--- config.mk ---
export PLATFORM = sky130hd
export DESIGN_NAME = batt_guard_ctrl
export DESIGN_NICKNAME = d
export VERILOG_FILES = /design/src/rtl/batt_guard_pkg.sv /design/src/rtl/bg_cell_reduce.sv /design/src/rtl/bg_persist_timer.sv /design/src/rtl/batt_guard_ctrl.sv
export SDC_FILE = /design/constraint.sdc
export NUM_CORES = 1
export LEC_CHECK = 0
export ABC_AREA = 1
export BUFFER_PORTS_ARGS = -buffer_cell sky130_fd_sc_hd__buf_2
export CELL_PAD_IN_SITES_DETAIL_PLACEMENT = 0
export CELL_PAD_IN_SITES_GLOBAL_PLACEMENT = 1
export CORE_UTILIZATION = 43
export DETAILED_ROUTE_END_ITERATION = 10
export PLACE_DENSITY = 0.79
export SYNTH_ARGS = -nofsm -noshare
export SYNTH_HDL_FRONTEND = slang
export SYNTH_HIERARCHICAL = 1
export SYNTH_SLANG_ARGS = --single-unit
--- constraint.sdc ---
create_clock -name clk -period 1.9 [get_ports clk]
set_input_delay 0.57 -clock clk [delete_from_list [all_inputs] [get_ports clk]]
set_output_delay 0.57 -clock clk [all_outputs]
set_load 0.05 [all_outputs]
--- src/rtl/batt_guard_pkg.sv ---
`timescale 1ns/1ps
package batt_guard_pkg;

    typedef enum logic [2:0] {
        BG_START   = 3'd0,
        BG_NORMAL  = 3'd1,
        BG_OVERCHG = 3'd2,
        BG_OVERDSG = 3'd3,
        BG_PWRDN   = 3'd4,
        BG_OVERCUR = 3'd5
    } bg_state_e;

    typedef struct packed {
        logic any_hi_det;
        logic any_hi_rel;
        logic any_lo_det;
        logic any_lo_rel;
    } bg_cell_sum_t;

endpackage

--- src/rtl/bg_cell_reduce.sv ---
`timescale 1ns/1ps
module bg_cell_reduce
    import batt_guard_pkg::*;
#(
    parameter int NUM_CELLS = 2
) (
    input  logic [NUM_CELLS-1:0] hi_det,
    input  logic [NUM_CELLS-1:0] hi_rel,
    input  logic [NUM_CELLS-1:0] lo_det,
    input  logic [NUM_CELLS-1:0] lo_rel,
    output bg_cell_sum_t         summary
);
    localparam int FLAG_W = $bits(bg_cell_sum_t);

    logic [NUM_CELLS-1:0][FLAG_W-1:0] per_cell;
    logic [FLAG_W-1:0]                merged;

    // one flag group per cell, ordered as the summary struct
    for (genvar gi = 0; gi < NUM_CELLS; gi++) begin : g_cell
        assign per_cell[gi] = {hi_det[gi], hi_rel[gi], lo_det[gi], lo_rel[gi]};
    end

    always_comb begin
        merged = '0;
        for (int i = 0; i < NUM_CELLS; i++) begin
            merged = merged | per_cell[i];
        end
    end

    assign summary = bg_cell_sum_t'(merged);

endmodule

--- src/rtl/bg_persist_timer.sv ---
`timescale 1ns/1ps
module bg_persist_timer #(
    parameter int LIMIT = 4
) (
    input  logic clk,
    input  logic rst_n,
    input  logic tick,
    input  logic cond,
    output logic expired
);
    localparam int CW = (LIMIT < 1) ? 1 : $clog2(LIMIT + 1);
    localparam logic [CW-1:0] LIM_V = CW'(LIMIT);

    logic [CW-1:0] cnt_q;

    // strobed count of an unbroken condition, saturating at the limit
    always_ff @(posedge clk or negedge rst_n) begin
        if (!rst_n) begin
            cnt_q <= '0;
        end else if (!cond) begin
            cnt_q <= '0;
        end else if (tick && (cnt_q != LIM_V)) begin
            cnt_q <= cnt_q + CW'(1);
        end
    end

    assign expired = (cnt_q == LIM_V);

    // a counter never jumps by more than one step per edge
    assert_timer_step_R3: assert property (@(posedge clk) disable iff (!rst_n)
        (cond && $past(cond) && cnt_q != '0) |-> (cnt_q - $past(cnt_q) <= CW'(1)));

endmodule

--- src/rtl/batt_guard_ctrl.sv ---
`timescale 1ns/1ps
module batt_guard_ctrl
    import batt_guard_pkg::*;
#(
    parameter int NUM_CELLS = 2,
    parameter int OVC_TICKS = 4025,
    parameter int OVD_TICKS = 504,
    parameter int OC1_TICKS = 32,
    parameter int OC2_TICKS = 1
) (
    input  logic                 clk,
    input  logic                 rst_n,
    input  logic                 dly_tick,
    input  logic [NUM_CELLS-1:0] cell_above_ovc,
    input  logic [NUM_CELLS-1:0] cell_above_ovc_rel,
    input  logic [NUM_CELLS-1:0] cell_below_ovd,
    input  logic [NUM_CELLS-1:0] cell_below_ovd_rel,
    input  logic                 sense_ge_oc1,
    input  logic                 sense_ge_oc2,
    input  logic                 sense_chg_seen,
    input  logic                 sense_near_supply,
    input  logic                 pack_below_zinh,
    input  logic                 zero_chg_allow,
    output logic                 chg_en,
    output logic                 dsg_en,
    output logic                 pwr_down_req,
    output logic [2:0]           mode_code
);
    bg_state_e    state_q, state_d;
    bg_cell_sum_t cs;

    logic ovc_cond, ovd_cond, oc_cond, pd_cond;
    logic ovc_exp, ovd_exp, oc1_exp, oc2_exp, pd_exp;
    logic trip_ovc, trip_ovd, trip_oc;
    logic chg_raw, zero_block;

    bg_cell_reduce #(.NUM_CELLS(NUM_CELLS)) u_reduce (
        .hi_det  (cell_above_ovc),
        .hi_rel  (cell_above_ovc_rel),
        .lo_det  (cell_below_ovd),
        .lo_rel  (cell_below_ovd_rel),
        .summary (cs)
    );

    // fault qualification: only counted from the normal state
    assign ovc_cond = (state_q == BG_NORMAL) && cs.any_hi_det;
    assign ovd_cond = (state_q == BG_NORMAL) && cs.any_lo_det;
    assign oc_cond  = (state_q == BG_NORMAL) && sense_ge_oc1 && !cs.any_hi_det;
    assign pd_cond  = (state_q == BG_OVERCUR);

    bg_persist_timer #(.LIMIT(OVC_TICKS)) u_ovc_tmr (
        .clk(clk), .rst_n(rst_n), .tick(dly_tick), .cond(ovc_cond), .expired(ovc_exp));
    bg_persist_timer #(.LIMIT(OVD_TICKS)) u_ovd_tmr (
        .clk(clk), .rst_n(rst_n), .tick(dly_tick), .cond(ovd_cond), .expired(ovd_exp));
    bg_persist_timer #(.LIMIT(OC1_TICKS)) u_oc1_tmr (
        .clk(clk), .rst_n(rst_n), .tick(dly_tick), .cond(oc_cond), .expired(oc1_exp));
    bg_persist_timer #(.LIMIT(OC2_TICKS)) u_oc2_tmr (
        .clk(clk), .rst_n(rst_n), .tick(dly_tick), .cond(oc_cond), .expired(oc2_exp));
    bg_persist_timer #(.LIMIT(OVD_TICKS)) u_pd_tmr (
        .clk(clk), .rst_n(rst_n), .tick(dly_tick), .cond(pd_cond), .expired(pd_exp));

    assign trip_oc  = oc_cond && (oc1_exp || (oc2_exp && sense_ge_oc2));
    assign trip_ovd = ovd_cond && ovd_exp;
    assign trip_ovc = ovc_cond && ovc_exp;

    // state register
    always_ff @(posedge clk or negedge rst_n) begin
        if (!rst_n) begin
            state_q <= BG_START;
        end else begin
            state_q <= state_d;
        end
    end

    // next-state logic
    always_comb begin
        state_d = state_q;
        unique case (state_q)
            BG_START: begin
                if (sense_chg_seen || !sense_ge_oc1) state_d = BG_NORMAL;
            end
            BG_NORMAL: begin
                if (trip_oc)       state_d = BG_OVERCUR;
                else if (trip_ovd) state_d = BG_OVERDSG;
                else if (trip_ovc) state_d = BG_OVERCHG;
            end
            BG_OVERCHG: begin
                if (!sense_chg_seen &&
                    (!cs.any_hi_rel || (!cs.any_hi_det && sense_ge_oc1)))
                    state_d = BG_NORMAL;
            end
            BG_OVERDSG: begin
                if (sense_near_supply)
                    state_d = BG_PWRDN;
                else if (sense_chg_seen ? !cs.any_lo_det : !cs.any_lo_rel)
                    state_d = BG_NORMAL;
            end
            BG_PWRDN: begin
                if (!sense_near_supply) state_d = BG_OVERDSG;
            end
            BG_OVERCUR: begin
                if (!sense_ge_oc1)                state_d = BG_NORMAL;
                else if (pd_exp && cs.any_lo_det) state_d = BG_PWRDN;
            end
            default: state_d = BG_START;
        endcase
    end

    // outputs
    always_comb begin
        chg_raw      = 1'b1;
        dsg_en       = 1'b0;
        pwr_down_req = 1'b0;
        unique case (state_q)
            BG_START:   begin chg_raw = 1'b1; dsg_en = 1'b0; end
            BG_NORMAL:  begin chg_raw = 1'b1; dsg_en = 1'b1; end
            BG_OVERCHG: begin chg_raw = 1'b0; dsg_en = 1'b1; end
            BG_OVERDSG: begin chg_raw = 1'b1; dsg_en = 1'b0; end
            BG_PWRDN:   begin chg_raw = 1'b1; dsg_en = 1'b0; pwr_down_req = 1'b1; end
            BG_OVERCUR: begin chg_raw = 1'b1; dsg_en = 1'b0; end
            default:    begin chg_raw = 1'b0; dsg_en = 1'b0; end
        endcase
    end

    assign zero_block = !zero_chg_allow && pack_below_zinh;
    assign chg_en     = chg_raw && !zero_block;
    assign mode_code  = state_q;

    // a present charger keeps the overcharge state
    assert_chg_hold_R6: assert property (@(posedge clk) disable iff (!rst_n)
        (state_q == BG_OVERCHG && sense_chg_seen) |=> (state_q == BG_OVERCHG));

    // no overcurrent entry while a cell is above the overcharge level
    assert_oc_inhibit_R12: assert property (@(posedge clk) disable iff (!rst_n)
        (state_q == BG_NORMAL && cs.any_hi_det) |=> (state_q != BG_OVERCUR));

    // overcurrent clears once the sense node drops below level 1
    assert_oc_exit_R10: assert property (@(posedge clk) disable iff (!rst_n)
        (state_q == BG_OVERCUR && !sense_ge_oc1) |=> (state_q == BG_NORMAL));

    // overdischarge is entered from normal only with a low cell
    assert_ovd_entry_R7: assert property (@(posedge clk) disable iff (!rst_n)
        (state_q == BG_OVERDSG && $past(state_q) == BG_NORMAL) |-> $past(cs.any_lo_det));

    // power-down is reached only from overdischarge or overcurrent
    assert_pd_entry_R8: assert property (@(posedge clk) disable iff (!rst_n)
        (state_q == BG_PWRDN && $past(state_q) != BG_PWRDN) |->
        ($past(state_q) == BG_OVERDSG || $past(state_q) == BG_OVERCUR));

    // charge stays off for a near-zero pack when not allowed
    assert_zero_inh_R14: assert property (@(posedge clk) disable iff (!rst_n)
        (!zero_chg_allow && pack_below_zinh) |-> !chg_en);

endmodule

=== Word-level counts from Yosys, hierarchy flattened ===
Cells that the tools add are included.

* Output and inout bits: 6
* Register bits after elaboration: 40
* Word-level logic and storage cells: 95

* Equal/unequal tests: 24
* Multiplexer cells: 25
* Reduce and logical (&&, ||, !) cells: 33
* Bitwise gates (word level): 2
* $add $sub $neg: 5

{| class="wikitable"
|+ Operators by type and width
! operator !! number
|-
| 9-bit two-way mux || 4
|-
| 3-bit two-way mux || 10
|-
| 12-bit two-way mux || 2
|-
| 9-bit by 1-bit adder with 9-bit output, second input constant || 2
|-
| 9-bit == test, second input constant || 2
|-
| 1-bit logical AND || 18
|-
| 9-bit inequality test, second input constant || 2
|-
| 3-bit case mux with 6 select lines || 1
|-
| 12-bit by 1-bit adder with 12-bit output, second input constant || 1
|-
| 12-bit == test, second input constant || 1
|-
| 6-bit two-way mux || 2
|-
| 12-bit inequality test, second input constant || 1
|-
| 1-bit logical NOT || 8
|-
| 2-bit by 1-bit inequality test with 1-bit output, second input constant || 4
|-
| 2-bit inequality test, second input constant || 4
|-
| 6-bit by 1-bit adder with 6-bit output, second input constant || 1
|-
| 3-bit by 2-bit == test with 1-bit output, second input constant || 2
|-
| 3-bit == test, second input constant || 2
|-
| 6-bit == test, second input constant || 1
|-
| 1-bit two-way mux || 6
|-
| 3-bit inequality test, second input constant || 2
|-
| 6-bit inequality test, second input constant || 1
|-
| 6-bit AND reduction || 1
|-
| 5-bit OR reduction || 1
|-
| 8 further kinds || 10
|}

=== Depth between registers and ports, before layout ===
Gate-level depths: netlist of run 1.

* Word-level depth: 7
* Depth in mapped cells: 13
* Gate-level depth less buffers: 13

=== By module ===
Netlist of run 1, hierarchy kept.

{| class="wikitable"
|+ Modules (own cells, without submodules)
! module !! area each (um^2) !! instances !! cells each
|-
| bg_persist_timer at u_ovd_tmr ... || 588.1 || 2 || 85
|-
| bg_persist_timer at u_ovc_tmr || 825.8 || 1 || 121
|-
| batt_guard_ctrl || 405.4 || 1 || 78
|-
| bg_persist_timer at u_oc1_tmr || 389.1 || 1 || 54
|-
| bg_cell_reduce || 45.0 || 1 || 12
|-
| bg_persist_timer at u_oc2_tmr || 36.3 || 1 || 4
|}

=== Worst setup path after synthesis of run 1 ===
OpenSTA, ideal clock, no wires.

* Path type: register -> output
* Start point: register state_q[1] (netlist: mode_code[1])
* End point: output dsg_en
* Slack: -0.650 ns
* Stages on the path, launching flop included: 3
* Buffers on the path: 0
* Arrival time: 1.980 ns
* Data required time: 1.330 ns
* Path through: dfrtp_1 > inv_2 > o21ai_0

* Cells in the longest elaborated chain, start to end: 3
* Elaborated cells between the ends (all ways): 4
* Classes of those cells: eq/ne (2); mux (1); reduce/logical (1)

{| class="wikitable"
|+ Ends and longest elaborated chain
! element !! line !! RTL
|-
| start: declaration || batt_guard_ctrl.sv:29 || <nowiki>bg_state_e state_q, state_d;</nowiki>
|-
| start signal: assignment || batt_guard_ctrl.sv:71 || <nowiki>state_q <= state_d;</nowiki>
|-
| 3-bit by 1-bit == test with 1-bit output or 3-bit by 2-bit == test with 1-bit output (tied branches) || batt_guard_ctrl.sv:114 || <nowiki>unique case (state_q)</nowiki>
|-
| 2-bit OR reduction (no line) * || n/a ||
|-
| 1-bit two-way mux * || batt_guard_ctrl.sv:114 ||
|-
| end: declaration || batt_guard_ctrl.sv:25 || <nowiki>output logic dsg_en,</nowiki>
|}

Mark *: on every way between the ends. The rest lies on a longest branch, timed or not.

=== Final worst setup path of run 1 ===
* Start point: register state_q[2] (netlist: mode_code[2])
* End point: output chg_en

* Cells in the longest elaborated chain, start to end: 4
* Elaborated cells between the ends (all ways): 8
* Classes of those cells: eq/ne (4); mux (1); reduce/logical (3)

{| class="wikitable"
|+ Ends and longest elaborated chain
! element !! line !! RTL
|-
| 3-bit by 1-bit == test with 1-bit output, or another cell as far along || batt_guard_ctrl.sv:114 ||
|-
| 5-bit OR reduction (no line) * || n/a ||
|-
| 1-bit two-way mux * || batt_guard_ctrl.sv:114 ||
|-
| 1-bit logical AND * || batt_guard_ctrl.sv:126 || <nowiki>assign chg_en = chg_raw && !zero_block;</nowiki>
|-
| end: declaration || batt_guard_ctrl.sv:24 || <nowiki>output logic chg_en,</nowiki>
|}

Marked as above.

==> results_tabular.tex, run 1 <==
\begin{tabular}{lr}
\hline
Metric & Value \\
\hline
\multicolumn{2}{l}{\textbf{Run status}} \\
\quad Status & finished with violations \\
\quad Failing checks & DRC \\
\multicolumn{2}{l}{\textbf{Global route}} \\
\quad Via count of the first global-routing pass & 2414 \\
\quad Number of antenna violations at the first check in global routing & 0 \\
\quad First-pass GRT wire length & 11.2 mm \\
\quad Global-route usage over all layers & 0.196 \\
\quad Grt total ovfl & 0 \\
\quad Maximum number of pins on one net before global-route repair & 21 \\
\multicolumn{2}{l}{\textbf{Yosys}} \\
\quad Mux share of post-synthesis cell area & 0 \\
\quad Post-synthesis instance area & 0.00288 mm² \\
\quad Number of instances in the synthesized netlist & 439 \\
\quad Yosys top cell area share & 0.348 \\
\quad Synth Area in Compound Gates & 0.0500 \\
\quad Combinational family with the most area after synthesis & simple AND/OR/NAND/NOR gates \\
\quad Leading area contributor after synthesis & dfrtp\_1 \\
\quad Fraction of synthesized cell area in xor and xnor cells & 0.0243 \\
\quad Ranking of synthesized cells by area & dfrtp\_1 35\%, nand2\_1 18\%, inv\_1 8.7\% \\
\quad FF+latch count, synth & 40 \\
\quad Number of distinct library cells after synthesis & 26 \\
\quad Post-synthesis simple-gate area fraction & 0.438 \\
\quad Syn\_area\_per\_cell & 6.56 µm² \\
\quad Seq/Total Area, Yosys & 0.348 \\
\quad Yosys warnings & 6 \\
\quad Syn nets & 464 \\
\quad Synth Area in Adders & 0.0348 \\
\multicolumn{2}{l}{\textbf{Power}} \\
\quad Total Power Consumption & 2990 µW \\
\quad Power density of the placed cells & 895 mW/mm² \\
\quad Leakage power of the design & 0.00174 µW \\
\quad Highest ir drop seen on vdd & 432 µV \\
\multicolumn{2}{l}{\textbf{STA}} \\
\quad Period utilisation layout & 0.971 \\
\quad Worst-case headroom to the max-slew limit & 0.737 \\
\quad Clock tree skew after final layout & 0.0109 ns \\
\quad Slew @ Worst Pin & 0.395 ns \\
\quad Unrepaired setup endpoints after global routing & true \\
\quad Setup\_tns & 0 ns \\
\quad Final Setup Violations & 0 \\
\quad Final period demand of the worst path & 1.85 ns \\
\quad Number of slew-limit violations in the final report & 0 \\
\quad Post-Route Hold Slack & 0.126 ns \\
\quad Endpoints failing hold & 0 \\
\quad Worst setup margin & 0.0547 ns \\
\quad Highest clock frequency the design can meet & 0.542 GHz \\
\multicolumn{2}{l}{\textbf{Placed design}} \\
\quad DPL Wire Length & 4.92 mm \\
\quad Setup slack at placement & 0.159 ns \\
\quad Buffers on Ports & 22 \\
\quad Final Wtd Congestion & 0.852 \\
\multicolumn{2}{l}{\textbf{Detailed routing}} \\
\quad Number of vias per cell after detailed routing & 4.88 \\
\quad Antenna-violating nets left & 0 \\
\quad Aggregate routed wire length & 6.55 mm \\
\quad Initial DRC count & 133 \\
\quad Remaining DRCs & 6 \\
\quad Total via count after detailed routing & 2712 \\
\quad Wire per inst & 11.8 µm \\
\quad Drt first pass iters & 7 \\
\multicolumn{2}{l}{\textbf{Flow run}} \\
\quad Max-cap violations & 0 \\
\multicolumn{2}{l}{\textbf{Clock network}} \\
\quad Clk root buf & clkbuf\_8 \\
\quad Clock transition at the registers of the reported paths & 0.09 ns \\
\quad Number of CTS-inserted buffers & 5 \\
\quad Clock tree from TritonCTS & built \\
\quad Total clock sinks & 40 \\
\quad Number of buffers on the longest clock path & 2 \\
\quad H-tree levels & 2 \\
\quad Skew-Pair Late Insertion Delay & 0.29 ns \\
\quad CTS Hold Bufs & 0 \\
\multicolumn{2}{l}{\textbf{Finish}} \\
\quad End-of-flow core utilization & 0.520 \\
\quad Layout cells sized above 1 & 0.175 \\
\quad Multi-input logic area & 0.00161 mm² \\
\quad Growth of design area from synthesis to finish & 16.0\% \\
\quad Combined flip-flop and latch cell area & 0.00100 mm² \\
\quad Filler Cell Count & 644 \\
\quad Number of inserted diodes & 0 \\
\quad Nets@finish & 503 \\
\multicolumn{2}{l}{\textbf{Floorplanning}} \\
\quad Placeable core region & 0.00642 mm² \\
\quad Starting density of the core & 0.448 \\
\quad Std-Cell Rows & 29 \\
\quad I/O pin count & 23 \\
\quad Die span in x & 83.8 µm \\
\quad Y dimension of the die & 83.8 µm \\
\quad Die area & 0.00702 mm² \\
\multicolumn{2}{l}{\textbf{Critical path}} \\
\quad Critical setup path kind & flop to primary output \\
\quad Crit. End Element & primary output \\
\quad Worst endpoint required time & 1.33 ns \\
\quad CP Data Arrival Time & 1.28 ns \\
\quad Largest fanout on the critical path & 6 \\
\quad Category of the worst setup path launch point & flop \\
\multicolumn{2}{l}{\textbf{Worst hold path}} \\
\quad Hold WC Path Type & input port to asynchronous set/reset pin \\
\hline
\end{tabular}
-- cells by family (layout without fill, tap and decap cells) --
group,Yosys count,after routing
flops,40,40
xor+xnor,8,8
buf+inv,77,117
compound gates,25,25
simple gates,281,281
fa+ha+maj,8,8
-- registers in the layout, summed over array words and instances (netlist names) --
| signal | flops |
|---|---|
| mode_code | 3 |
| u_oc1_tmr/cnt_q | 6 |
| u_oc2_tmr/expired | 1 |
| u_ovc_tmr/cnt_q | 12 |
| u_ovd_tmr/cnt_q | 9 |
| u_pd_tmr/cnt_q | 9 |
-- repair_timing --
item	CTS	global route
setup endpoints to repair	3	6
gates resized for setup	6	7
pin swaps	0	2
setup buffers	0	6
-- routing by layer --
metal,part of all wire,global-route usage,vias up
met5,0,0,-
met4,0.0093,0.0470,0
met3,0.029,0.0326,6
met2,0.44,0.314,36
met1,0.52,0.275,1223
li1,-,-,1447
-- layout make-up --
class | instances | share of cell area
Clock buffer | 6 | 0.0247
Clock inverter | 2 | 0.00300
Inverter | 73 | 0.0858
Multi-Input combinational cell | 322 | 0.483
Sequential cell | 40 | 0.301
Tap cell | 77 | 0.0289
Timing Repair Buffer | 36 | 0.0738
-- Yosys cell counts --
| library cell | instances |
|---|---|
| a21oi_1 | 2 |
| a21oi_2 | 3 |
| a22oi_1 | 1 |
| buf_2 | 4 |
| clkinv_2 | 2 |
| clkinv_4 | 1 |
| dfrtp_1 | 40 |
| ha_1 | 8 |
| inv_1 | 67 |
| inv_2 | 3 |
| nand2_1 | 140 |
| nand2_2 | 10 |
| nand2_4 | 3 |
| nand3_1 | 43 |
| nand3_2 | 2 |
| nand3b_1 | 2 |
| nand4_1 | 15 |
| nor2_1 | 50 |
| nor2_2 | 6 |
| nor2_4 | 3 |
| nor3_1 | 6 |
| nor4_1 | 1 |
| o21ai_0 | 4 |
| o21ai_1 | 13 |
| o21bai_1 | 2 |
| xor2_1 | 8 |
-- critical path: stages, from the launching register on --
cell and delay [ns]:
dfrtp_2 0.48, inv_4 0.10, nand2_1 0.08, a22oi_2 0.14
buf_6 0.18
-- worst paths after layout --
check                                               from                             end  slack (ns)  cells past startpoint
setup reg to reg           u_pd_tmr/cnt_q[0]$_DFFE_PN0P_        mode_code[0]$_DFFE_PN0P_        0.21                     13
hold / removal                                     rst_n   u_oc2_tmr/expired$_DFFE_PN0P_        0.13                      1
min in group clk           u_oc2_tmr/expired$_DFFE_PN0P_   u_oc2_tmr/expired$_DFFE_PN0P_        0.50                      2
max in group asynchronous                          rst_n  u_ovc_tmr/cnt_q[0]$_DFFE_PN0P_        1.31                      2
hold reg to reg            u_oc2_tmr/expired$_DFFE_PN0P_   u_oc2_tmr/expired$_DFFE_PN0P_        0.50                      2
setup / recovery                mode_code[2]$_DFFE_PN0P_                          chg_en        0.05                      4
-- through the flow --
step / cells / instance area (µm²)
floorplan: 439 / 2890
global placement: 542 / 3150
detailed placement: 542 / 3150
CTS: 550 / 3260
global route: 556 / 3340
finish: 556 / 3340
-- where the power goes --
group | internal (µW) | leakage (µW) | switching (µW)
Clock | 290 | 0.0000510 | 307
Sequential | 914 | 0.000552 | 75.2
Combinational | 474 | 0.00114 | 927
Total | 1680 | 0.00174 | 1310
-- cells in the final DEF, fill, tap and decap left out, types with 2 or more instances in the layout --
cell | netlist | final
o21bai_1 | 2 | 2
inv_4 | 0 | 2
dfrtp_1 | 40 | 38
inv_1 | 67 | 67
nand3b_1 | 2 | 2
o21ai_0 | 4 | 3
nand2_2 | 10 | 9
nand3_1 | 43 | 43
nor2_2 | 6 | 5
nor3_1 | 6 | 5
buf_6 | 0 | 3
clkbuf_8 | 0 | 6
nor2_4 | 3 | 4
nor2_1 | 50 | 50
xor2_1 | 8 | 8
buf_2 | 4 | 19
nand4_1 | 15 | 15
o21ai_1 | 13 | 13
nand2_4 | 3 | 5
dfrtp_2 | 0 | 2
ha_1 | 8 | 8
a21oi_1 | 2 | 2
nand2_1 | 140 | 139
clkinv_2 | 2 | 4
buf_4 | 0 | 13
nand3_2 | 2 | 2
a21oi_2 | 3 | 3
Power figures use the tool's default switching activity.
==> run 2, diff against run 1 <==
--- a/config.mk
+++ b/config.mk
@@ -11,7 +11,7 @@
 export CELL_PAD_IN_SITES_GLOBAL_PLACEMENT = 1
 export CORE_UTILIZATION = 43
 export DETAILED_ROUTE_END_ITERATION = 10
-export PLACE_DENSITY = 0.79
+export PLACE_DENSITY = 0.9
 export SYNTH_ARGS = -nofsm -noshare
 export SYNTH_HDL_FRONTEND = slang
 export SYNTH_HIERARCHICAL = 1
==> results_tabular.tex, run 2 (synthesis results as in run 1) <==
\begin{tabular}{lr}
\hline
Metric & Value \\
\hline
\multicolumn{2}{l}{\textbf{Finish}} \\
\quad Nets@finish & 500 (-0.60\%) \\
\quad Register with the most flip-flops & u\_ovc\_tmr/cnt\_q \\
\quad Number of inserted diodes & 0 (unchanged) \\
\quad Biggest regs & u\_ovc\_tmr/cnt\_q (12), u\_ovd\_tmr/cnt\_q (9), u\_pd\_tmr/cnt\_q (9) \\
\quad Finished Cell Area & 0.00332 mm² (-0.49\%) \\
\quad Max FFs per register & 12 (unchanged) \\
\quad Layout cells sized above 1 & 0.170 (-0.00520) \\
\quad End-of-flow core utilization & 0.517 (-0.00253) \\
\quad Filler Cell Count & 638 (-0.93\%) \\
\quad Most common cell after layout, fill and taps aside & nand2\_1 \\
\quad Most frequent cells in the layout & 140 x nand2\_1, 67 x inv\_1, 49 x nor2\_1, 43 x nand3\_1, 38 x dfrtp\_1 \\
\quad Growth of design area from synthesis to finish & 15.4\% \\
\multicolumn{2}{l}{\textbf{Power}} \\
\quad Total Power Consumption & 3080 µW (+3.2\%) \\
\quad Power density of the placed cells & 928 mW/mm² (+3.7\%) \\
\quad Leakage power of the design & 0.00172 µW (-0.95\%) \\
\quad Highest ir drop seen on vdd & 389 µV (-9.9\%) \\
\multicolumn{2}{l}{\textbf{Critical path}} \\
\quad CP Data Arrival Time & 1.29 ns (about the same) \\
\quad Category of the worst setup path launch point & flop \\
\quad Largest fanout on the critical path & 5 (-1) \\
\quad Startpoint of the worst-slack reg-to-reg timing path & u\_pd\_tmr/cnt\_q[0]\$\_DFFE\_PN0P\_ \\
\quad Critical setup path kind & flop to primary output \\
\quad Delay of the slowest cell on the worst path & 0.44 ns (-0.04 ns) \\
\quad Critical path, cell by cell & buf\_4, nand2\_1, a22oi\_2, buf\_6 \\
\quad Crit. End Element & primary output \\
\quad Worst endpoint required time & 1.33 ns (about the same) \\
\quad Critical Path Start & mode\_code[0]\$\_DFFE\_PN0P\_ \\
\quad Cell with the largest stage delay on the worst path & dfrtp\_2 \\
\multicolumn{2}{l}{\textbf{Detailed routing}} \\
\quad Total via count after detailed routing & 2732 (+0.74\%) \\
\quad Antenna-violating nets left & 0 (unchanged) \\
\quad Initial DRC count & 151 (+14\%) \\
\quad Wire per inst & 11.5 µm (-2.7\%) \\
\quad Remaining DRCs & 8 (+2) \\
\quad Drt first pass iters & 7 (unchanged) \\
\quad Aggregate routed wire length & 6.34 mm (-3.2\%) \\
\quad Number of vias per cell after detailed routing & 4.94 (+1.3\%) \\
\multicolumn{2}{l}{\textbf{Clock network}} \\
\quad Total clock sinks & 40 (unchanged) \\
\quad Skew-Pair Late Insertion Delay & 0.30 ns (about the same) \\
\quad Clk root buf & clkbuf\_8 \\
\quad Number of buffers on the longest clock path & 2 (unchanged) \\
\quad Number of CTS-inserted buffers & 5 (unchanged) \\
\quad Clock tree from TritonCTS & built \\
\quad Clock transition at the registers of the reported paths & 0.09 ns (about the same) \\
\quad H-tree levels & 2 (unchanged) \\
\multicolumn{2}{l}{\textbf{Flow run}} \\
\quad Max-cap violations & 0 (unchanged) \\
\multicolumn{2}{l}{\textbf{Global route}} \\
\quad Number of antenna violations at the first check in global routing & 0 (unchanged) \\
\quad Global-route usage over all layers & 0.186 (-0.00950) \\
\quad First-pass GRT wire length & 10.8 mm (-3.6\%) \\
\quad Grt total ovfl & 0 (unchanged) \\
\quad Via count of the first global-routing pass & 2452 (+1.6\%) \\
\quad Maximum number of pins on one net before global-route repair & 41 (+95\%) \\
\multicolumn{2}{l}{\textbf{Floorplanning}} \\
\quad Std-Cell Rows & 29 (unchanged) \\
\quad Die area & 0.00702 mm² (unchanged) \\
\quad Starting density of the core & 0.448 (unchanged) \\
\quad Y dimension of the die & 83.8 µm (unchanged) \\
\quad Die span in x & 83.8 µm (unchanged) \\
\quad Placeable core region & 0.00642 mm² (unchanged) \\
\quad I/O pin count & 23 (unchanged) \\
\multicolumn{2}{l}{\textbf{STA}} \\
\quad Final Setup Violations & 0 (unchanged) \\
\quad Highest clock frequency the design can meet & 0.539 GHz (-0.62\%) \\
\quad Period utilisation layout & 0.977 (+0.00604) \\
\quad Number of slew-limit violations in the final report & 0 (unchanged) \\
\quad Worst-case headroom to the max-slew limit & 0.648 (-0.0887) \\
\quad Endpoints failing hold & 0 (unchanged) \\
\quad Final period demand of the worst path & 1.86 ns (+0.0115 ns) \\
\quad Slew @ Worst Pin & 0.528 ns (+0.133 ns) \\
\quad Clock tree skew after final layout & 0.00567 ns (-0.00526 ns) \\
\quad Setup\_tns & 0 ns (unchanged) \\
\multicolumn{2}{l}{\textbf{Run status}} \\
\quad Failing checks & DRC \\
\quad Status & finished with violations \\
\multicolumn{2}{l}{\textbf{Placed design}} \\
\quad DPL Wire Length & 4.56 mm (-7.2\%) \\
\quad Buffers on Ports & 22 (unchanged) \\
\quad Final Wtd Congestion & 0.846 (-0.63\%) \\
\quad Total placed instance area & 0.00313 mm² (-0.87\%) \\
\multicolumn{2}{l}{\textbf{Worst hold path}} \\
\quad Hold WC Path Type & input port to asynchronous set/reset pin \\
\hline
\end{tabular}
-- run 2: final timing paths --
kind                       cells past startpoint                        endpoint  slack (ns)
setup / recovery                               4                          chg_en        0.04
hold / removal                                 2  u_ovd_tmr/cnt_q[0]$_DFFE_PN0P_        0.32
setup reg to reg                              13        mode_code[2]$_DFFE_PN0P_        0.14
hold reg to reg                                2   u_oc2_tmr/expired$_DFFE_PN0P_        0.51
max in group asynchronous                      2        mode_code[2]$_DFFE_PN0P_        1.17
min in group clk                               2   u_oc2_tmr/expired$_DFFE_PN0P_        0.51
-- run 2: critical path: cells and delay by family, from the launching register on --
kind                   cells  cell delay, ns
AND/OR/NAND/NOR            1            0.08
buffers and inverters      2            0.32
AO/OA/AOI/OAI              1            0.16
flip-flops                 1            0.44
-- run 2: final cells by class --
cell class,instances,area (µm²),area share
sequential,40,1000,0.302
multi-input combinational,322,1610,0.485
clock buffer,5,68.8,0.0207
clock inverter,3,46.3,0.0139
tap,77,96.3,0.0290
timing repair buffer,33,208,0.0625
inverter,73,287,0.0863
-- run 2: what timing repair did --
action	CTS	global route
setup buffers	0	5
cloned	0	0
hold buffers	0	0
endpoints found under the setup margin	3	6
gates resized for setup	5	7
endpoints found under the hold margin	0	0
-- run 2: power breakdown --
group,total [µW],leakage [µW],switching [µW],internal (µW)
clock,723,0.0000548,327,396
sequential,997,0.000552,83.1,914
combinational,1360,0.00112,914,450
total,3080,0.00172,1320,1760
-- run 2: per-stage QoR --
| stage | std cells | hold slack (ns) | setup slack (ns) |
|---|---|---|---|
| final | 553 | 0.325 | 0.0432 |
| after global routing | 553 | 0.369 | -0.00742 |
| after CTS | 548 | 0.342 | 0.0129 |
| after detailed placement | 540 | 0.491 | 0.114 |
| after global placement | 540 | 0.482 | 0.177 |
| after floorplan | 439 | 0.274 | -0.0516 |
-- run 2: layer usage --
layer  vias to the layer above  global-route usage  part of all wire
met4                         0              0.0470            0.0090
li1                       1440                   -                 -
met3                         5              0.0297             0.035
met2                        44               0.298              0.44
met5                         -                   0                 0
met1                      1243               0.263              0.51
